===== src/rtl/sadc_pkg.sv =====
package sadc_pkg;

    localparam int CMD_W = 8;

    typedef enum logic [1:0] {
        PM_FULL_PD = 2'b00,
        PM_FAST_PD = 2'b01,
        PM_INT_CLK = 2'b10,
        PM_EXT_CLK = 2'b11
    } pmode_e;

    typedef struct packed {
        logic [2:0] chan;
        logic       unipolar;
        logic       single;
        pmode_e     pmode;
    } ctl_t;

    typedef enum logic {
        CMD_HUNT,
        CMD_SHIFT
    } cmd_st_e;

    typedef enum logic [1:0] {
        TX_IDLE,
        TX_WAIT,
        TX_DATA,
        TX_TAIL
    } tx_st_e;

    // Split the seven bits that follow the start bit into fields.
    function automatic ctl_t decode_ctl(input logic [CMD_W-2:0] b);
        ctl_t c;
        c.chan     = b[6:4];
        c.unipolar = b[3];
        c.single   = b[2];
        c.pmode    = pmode_e'(b[1:0]);
        return c;
    endfunction

endpackage


===== src/rtl/sadc_front.sv =====
// Brings the serial pins into the clk domain and finds serial clock edges.
module sadc_front #(
    parameter int SYNC_STAGES = 2
) (
    input  logic clk,
    input  logic rst,
    input  logic cs_n,
    input  logic sclk,
    input  logic din,
    output logic cs_n_s,
    output logic din_s,
    output logic rise,
    output logic fall
);
    logic [SYNC_STAGES-1:0] cs_pipe, sclk_pipe, din_pipe;
    logic sclk_q;

    always_ff @(posedge clk) begin
        if (rst) begin
            cs_pipe   <= '1;
            sclk_pipe <= '0;
            din_pipe  <= '0;
            sclk_q    <= 1'b0;
        end else begin
            cs_pipe[0]   <= cs_n;
            sclk_pipe[0] <= sclk;
            din_pipe[0]  <= din;
            for (int i = 1; i < SYNC_STAGES; i++) begin
                cs_pipe[i]   <= cs_pipe[i-1];
                sclk_pipe[i] <= sclk_pipe[i-1];
                din_pipe[i]  <= din_pipe[i-1];
            end
            sclk_q <= sclk_pipe[SYNC_STAGES-1];
        end
    end

    assign cs_n_s = cs_pipe[SYNC_STAGES-1];
    assign din_s  = din_pipe[SYNC_STAGES-1];
    assign rise   = sclk_pipe[SYNC_STAGES-1] & ~sclk_q & ~cs_n_s;
    assign fall   = ~sclk_pipe[SYNC_STAGES-1] & sclk_q & ~cs_n_s;

endmodule


===== src/rtl/sadc_cmd.sv =====
// Start-bit search and control word capture.
module sadc_cmd
    import sadc_pkg::*;
(
    input  logic clk,
    input  logic rst,
    input  logic cs_n_s,
    input  logic rise,
    input  logic din_s,
    output logic ctl_valid,
    output ctl_t ctl
);
    localparam int CNT_W = $clog2(CMD_W);

    cmd_st_e          st;
    logic [CMD_W-2:0] sreg;
    logic [CNT_W-1:0] bcnt;
    logic [CMD_W-2:0] nxt;

    assign nxt = {sreg[CMD_W-3:0], din_s};

    always_ff @(posedge clk) begin
        if (rst) begin
            st        <= CMD_HUNT;
            sreg      <= '0;
            bcnt      <= '0;
            ctl_valid <= 1'b0;
            ctl       <= '0;
        end else begin
            ctl_valid <= 1'b0;
            if (cs_n_s) begin
                st   <= CMD_HUNT;
                bcnt <= '0;
            end else if (rise) begin
                case (st)
                    CMD_HUNT: begin
                        if (din_s) begin
                            st   <= CMD_SHIFT;
                            bcnt <= CNT_W'(1);
                            sreg <= '0;
                        end
                    end
                    CMD_SHIFT: begin
                        sreg <= nxt;
                        if (bcnt == CNT_W'(CMD_W - 1)) begin
                            st        <= CMD_HUNT;
                            ctl_valid <= 1'b1;
                            ctl       <= decode_ctl(nxt);
                        end else begin
                            bcnt <= bcnt + 1'b1;
                        end
                    end
                    default: st <= CMD_HUNT;
                endcase
            end
        end
    end

    // the decode pulse follows a sampled rising edge inside a frame
    a_r3_valid_after_rise: assert property (@(posedge clk) disable iff (rst)
        ctl_valid |-> ($past(rise) && !$past(cs_n_s)));

    // the decode pulse lasts one cycle
    a_r3_single_pulse: assert property (@(posedge clk) disable iff (rst)
        ctl_valid |=> !ctl_valid);

    // a zero taken while searching leaves the search running
    a_r2_zero_ignored: assert property (@(posedge clk) disable iff (rst)
        (st == CMD_HUNT && rise && !din_s && !cs_n_s) |=> (st == CMD_HUNT));

endmodule


===== src/rtl/sadc_tx.sv =====
// Acquisition wait, ready strobe and result shifter.
module sadc_tx #(
    parameter int RES_W     = 12,
    parameter int ACQ_FALLS = 2
) (
    input  logic             clk,
    input  logic             rst,
    input  logic             cs_n_s,
    input  logic             fall,
    input  logic             start,
    input  logic [RES_W-1:0] result,
    output logic             dout,
    output logic             strobe
);
    import sadc_pkg::*;

    localparam int FC_W = $clog2(ACQ_FALLS + 1);
    localparam int BC_W = $clog2(RES_W + 1);

    tx_st_e           st;
    logic [FC_W-1:0]  fcnt;
    logic [BC_W-1:0]  bcnt;
    logic [RES_W-1:0] shreg;

    always_ff @(posedge clk) begin
        if (rst) begin
            st     <= TX_IDLE;
            fcnt   <= '0;
            bcnt   <= '0;
            shreg  <= '0;
            dout   <= 1'b0;
            strobe <= 1'b0;
        end else if (cs_n_s) begin
            st     <= TX_IDLE;
            dout   <= 1'b0;
            strobe <= 1'b0;
        end else if (start) begin
            st     <= TX_WAIT;
            fcnt   <= '0;
            dout   <= 1'b0;
            strobe <= 1'b0;
        end else if (fall) begin
            case (st)
                TX_WAIT: begin
                    if (fcnt == FC_W'(ACQ_FALLS - 1)) begin
                        strobe <= 1'b1;
                        shreg  <= result;
                        bcnt   <= '0;
                        st     <= TX_DATA;
                    end else begin
                        fcnt <= fcnt + 1'b1;
                    end
                end
                TX_DATA: begin
                    strobe <= 1'b0;
                    if (bcnt == BC_W'(RES_W)) begin
                        dout <= 1'b0;
                        st   <= TX_TAIL;
                    end else begin
                        dout  <= shreg[RES_W-1];
                        shreg <= {shreg[RES_W-2:0], 1'b0};
                        bcnt  <= bcnt + 1'b1;
                    end
                end
                default: dout <= 1'b0;
            endcase
        end
    end

    // outputs move only after a falling edge (or a new command)
    a_r1_fall_only: assert property (@(posedge clk) disable iff (rst)
        (!fall && !cs_n_s && !start) |=> ($stable(dout) && $stable(strobe)));

    // the strobe never outlasts one serial period
    a_r4_strobe_one_period: assert property (@(posedge clk) disable iff (rst)
        (strobe && fall && !cs_n_s) |=> !strobe);

    // no data bit is driven while the strobe is high
    a_r5_strobe_quiet: assert property (@(posedge clk) disable iff (rst)
        strobe |-> !dout);

    // chip select high clears both outputs
    a_r7_abort_clears: assert property (@(posedge clk) disable iff (rst)
        cs_n_s |=> (!dout && !strobe));

endmodule


===== src/rtl/serial_adc_slave.sv =====
module serial_adc_slave
    import sadc_pkg::*;
#(
    parameter int RES_W       = 12,
    parameter int ACQ_FALLS   = 2,
    parameter int SYNC_STAGES = 2
) (
    input  logic             clk,
    input  logic             rst,
    input  logic             cs_n,
    input  logic             sclk,
    input  logic             din,
    input  logic [RES_W-1:0] result,
    output logic             dout,
    output logic             dout_oe,
    output logic             strobe,
    output logic             ctl_valid,
    output logic [2:0]       ctl_chan,
    output logic             ctl_unipolar,
    output logic             ctl_single,
    output logic [1:0]       ctl_pmode
);
    logic cs_n_s, din_s, rise, fall;
    ctl_t ctl;

    sadc_front #(.SYNC_STAGES(SYNC_STAGES)) u_front (
        .clk(clk), .rst(rst), .cs_n(cs_n), .sclk(sclk), .din(din),
        .cs_n_s(cs_n_s), .din_s(din_s), .rise(rise), .fall(fall)
    );

    sadc_cmd u_cmd (
        .clk(clk), .rst(rst), .cs_n_s(cs_n_s), .rise(rise), .din_s(din_s),
        .ctl_valid(ctl_valid), .ctl(ctl)
    );

    sadc_tx #(.RES_W(RES_W), .ACQ_FALLS(ACQ_FALLS)) u_tx (
        .clk(clk), .rst(rst), .cs_n_s(cs_n_s), .fall(fall),
        .start(ctl_valid && (ctl.pmode == PM_EXT_CLK)),
        .result(result), .dout(dout), .strobe(strobe)
    );

    always_ff @(posedge clk) begin
        if (rst) dout_oe <= 1'b0;
        else     dout_oe <= ~cs_n_s;
    end

    assign ctl_chan     = ctl.chan;
    assign ctl_unipolar = ctl.unipolar;
    assign ctl_single   = ctl.single;
    assign ctl_pmode    = ctl.pmode;

    // enable follows the synchronised select one cycle later
    a_r9_oe_tracks_cs: assert property (@(posedge clk) disable iff (rst)
        cs_n_s |=> !dout_oe);

endmodule


===== config.mk =====
export PLATFORM = sky130hd
export DESIGN_NAME = serial_adc_slave
export DESIGN_NICKNAME = d
export VERILOG_FILES = /design/src/rtl/sadc_pkg.sv /design/src/rtl/sadc_front.sv /design/src/rtl/sadc_cmd.sv /design/src/rtl/sadc_tx.sv /design/src/rtl/serial_adc_slave.sv
export SDC_FILE = /design/constraint.sdc
export NUM_CORES = 1
export LEC_CHECK = 0
export CAP_MARGIN = 20
export CORE_MARGIN = 2
export CORE_UTILIZATION = 40
export DETAILED_ROUTE_END_ITERATION = 16
export PLACE_DENSITY = 0.6
export SYNTH_ARGS = -nofsm -noshare
export SYNTH_HDL_FRONTEND = slang
export SYNTH_SLANG_ARGS = --single-unit

===== constraint.sdc =====
create_clock -name clk -period 3.1 [get_ports clk]
set_input_delay 0.465 -clock clk [delete_from_list [all_inputs] [get_ports clk]]
set_output_delay 0.465 -clock clk [all_outputs]
set_load 0.005 [all_outputs]

==> flow_summary_export.csv <==
group,metric,value,unit
grt,use_met3,3.53,%
clock_network,cts-resized-gates,0,
synthesis,synthMuxAreaShare,6.10,%
setup_path,critPathLaunchType,"flip-flop",
synthesis,synth_top_family_by_area,"simple AND/OR/NAND/NOR gates",
sta,timing.fmax,511,MHz
outcome,status,"completed",
power_and_ir_drop,p_leak,0.841,nW
hold_path,hold_path_end,"u_front.cs_pipe[1]$_SDFF_PP1_",
synthesis,avgSynthCellArea,9.52,um2
setup_path,worst-path-max-fanout,31,
clock_network,cts_buffers,5,
detailed_routing,drt_wl_total,3.73,mm
detailed_routing,drcViolationCount,0,
power_and_ir_drop,p_total,1.13,mW
sta,slew_headroom,36.1,%
detailed_routing,vias_per_cell,4.97,
setup_path,path_class,"reg2reg",
grt,grt_overflow_total,0,
placement,gp_congestion,0.720,
clock_network,cts.path.max_buffers,2,
synthesis,synthSimpleGateAreaFrac,19.6,%
placement,io_buffer_count,27,
power_and_ir_drop,power-per-cell-area,439,nW/um2
clock_network,postCtsHoldBufs,0,
setup_path,crit_path_end_kind,"flip-flop",
clock_network,ctsRootBufferMaster,"clkbuf_8",
synthesis,syn_nets,249,
floorplanning,fp.dieArea,5930,um2
synthesis,seq_area_frac_synth,45.0,%
grt,grt_use_met2,22.7,%
clock_network,post_cts_buffers,0,
synthesis,synth-main-ff-cell,"dfxtp_1",
setup_path,r2r_cells,5,
finish,layout-drive-gt1-share,12.9,%
synthesis,async_reset_ff_share,0,%
synthesis,synthCells,224,
finish,syn2layout_area_growth,20.2,%
sta,rsz0062_at_grt,"no",
setup_path,r2r_slack,1140,ps
sta,hold_viol,0,
synthesis,synthAdderAreaFrac,4.69,%
detailed_routing,wl_per_cell,11.7,um
sta,worst_slew_pin_slew,958,ps
clock_network,htree_levels,2,
floorplanning,dieWidth,77.0,um
flow_run,cap_viol_max_count,0,
detailed_routing,antenna_left,0,
synthesis,yosysUniqueCellTypes,40,
grt,track_usage,13.8,%
sta,slew_viol_final,0,
floorplanning,initial_utilization,41.5,%
setup_path,r2r_end,"u_tx.bcnt[3]$_SDFFE_PP0P_",
finish,antennaDiodeCount,0,
sta,tns,0,ps
placement,hpwl,2.55,mm
hold_path,whs_path_depth,1,
setup_path,critPathArrivalTime,2170,ps
synthesis,synth_area,2130,um2
detailed_routing,via_count,1581,
grt,grt_pass1_wl,6.65,mm
floorplanning,die_y,77.0,um
setup_path,r2r_start,"u_front.sclk_q$_SDFF_PP0_",
synthesis,ys_ff_latch,48,
setup_path,crit_required,3310,ps
grt,antenna_found_initial,0,
grt,grt_pass1_vias,1521,
floorplanning,rows,26,
clock_network,clk_pin_slew,90,ps
sta,layout_min_cycle_time,1960,ps
sta,min_period_over_period,63.1,%
sta,setup_viol,0,
synthesis,ys_warn_count,0,
grt,grtUsageMet1,17.1,%
grt,grt_max_degree,43,
hold_path,hold_start,"u_front.cs_pipe[0]$_SDFF_PP1_",
detailed_routing,firstDrtPassIters,4,
grt,busiest_layer,"met2",
hold_path,min_path_type,"reg2reg",
synthesis,synth_edf_count,0,
finish,nNetsFinal,272,
clock_network,cts.sinks,48,
synthesis,synth_xor_area_share,0,%
synthesis,synth_compound_area_share,18.7,%
detailed_routing,drt_iter0_drc,56,
clock_network,insertion_delay,300,ps
clock_network,cts_tree,"yes",
power_and_ir_drop,ir_drop,246,uV
floorplanning,core_area,5140,um2
sta,skew,5.84,ps
floorplanning,io_pins,28,
-- registers in the layout, indices dropped and copies added (netlist names), 2 cells and up --
register	flops
u_cmd.bcnt	3
u_cmd.sreg	6
u_front.cs_pipe	2
u_tx.bcnt	4
u_tx.st	2
u_cmd.ctl	7
u_front.din_pipe	2
u_front.sclk_pipe	2
u_tx.shreg	12
u_tx.fcnt	2
-- placed cells by master, fill, tap and decap left out, types with 2 or more instances in the layout --
master | netlist | layout
inv_1 | 12 | 12
nor4_1 | 2 | 2
nand2_1 | 13 | 13
ha_1 | 8 | 8
o21ai_0 | 4 | 4
a211oi_2 | 11 | 11
nand3_1 | 13 | 13
a211o_1 | 2 | 2
buf_4 | 1 | 4
a31oi_1 | 2 | 2
clkbuf_8 | 0 | 5
dfxtp_1 | 48 | 48
nor2_1 | 25 | 25
nand2b_1 | 3 | 3
nor2b_1 | 8 | 8
or2_2 | 3 | 3
o41ai_2 | 2 | 2
mux2i_1 | 13 | 13
clkinv_4 | 0 | 2
a21oi_1 | 16 | 16
a22oi_1 | 6 | 6
clkdlybuf4s50_1 | 0 | 27
-- metrics by stage --
step / instance area, um2 / hold slack [ps] / std cells / utilization, % / setup WS (ps)
2_1_floorplan: 2130 / 389 / 224 / - / 1440
3_3_place_gp: 2450 / 405 / 310 / 47.6 / 1190
3_5_place_dp: 2450 / 403 / 310 / 47.6 / 1170
4_1_cts: 2560 / 434 / 318 / 49.9 / 1140
5_1_grt: 2560 / 455 / 318 / 49.9 / 1020
6_report: 2560 / 417 / 318 / 49.9 / 1140
-- worst max-delay path by stage --
stage / start / endpoint / slack [ps] / depth (start not counted)
CTS: u_front.sclk_q$_SDFF_PP0_ / u_tx.bcnt[3]$_SDFFE_PP0P_ / 1140 / 5
finish: u_front.sclk_q$_SDFF_PP0_ / u_tx.bcnt[3]$_SDFFE_PP0P_ / 1140 / 5
global placement: u_front.sclk_q$_SDFF_PP0_ / u_tx.bcnt[2]$_SDFFE_PP0P_ / 1190 / 5
global route: u_front.sclk_q$_SDFF_PP0_ / u_tx.bcnt[3]$_SDFFE_PP0P_ / 1020 / 5
floorplan: u_front.cs_pipe[1]$_SDFF_PP1_ / u_tx.bcnt[3]$_SDFFE_PP0P_ / 1440 / 6
detailed placement: u_front.cs_pipe[1]$_SDFF_PP1_ / u_tx.bcnt[3]$_SDFFE_PP0P_ / 1170 / 5
-- power breakdown --
group / total, mW / switching, mW / leakage, nW / internal [mW]
sequential: 0.623 / 0.00231 / 0.388 / 0.620
clock: 0.460 / 0.217 / 0.0583 / 0.243
combinational: 0.0428 / 0.0181 / 0.395 / 0.0248
total: 1.13 / 0.237 / 0.841 / 0.888
-- metal layers --
metal | part of all wire (%) | wire length, um
met4 | 1.7 | 63
met1 | 50 | 1860
met3 | 3.1 | 117
met2 | 45 | 1690
met5 | 0 | 0
-- synthesized netlist by cell type, drive strengths merged, types with 4 or more instances --
master | number | area (um2)
dfxtp | 48 | 961
nor2 | 25 | 93.8
a21oi | 16 | 80.1
nand2 | 14 | 60.1
mux2i | 13 | 130
nand3 | 13 | 65.1
a211oi | 12 | 145
inv | 12 | 45.0
clkbuf | 9 | 33.8
ha | 8 | 100
nor2b | 8 | 50.1
a22oi | 6 | 45.0
buf | 6 | 45.0
o21ai | 4 | 20.0
-- cell families after synthesis --
kind of cell    Yosys count
simple gates             79
compound gates           49
flops                    48
buf+inv                  27
mux                      13
fa+ha+maj                 8
-- critical path: stages, from the launching register on --
cell and delay, ps:
dfxtp_1 370, or3b_1 520, nor4_4 290, buf_4 380, nand2_4 90, o41ai_2 210
-- final cells by class --
type	instances	area, um2
tap	70	87.6
clock buffer	5	68.8
fill	523	2570
sequential	48	961
multi-input combinational	149	1050
inverter	12	45.0
clock inverter	3	47.5
timing repair buffer	31	300
No activity file was read; power rests on OpenSTA's default activity.
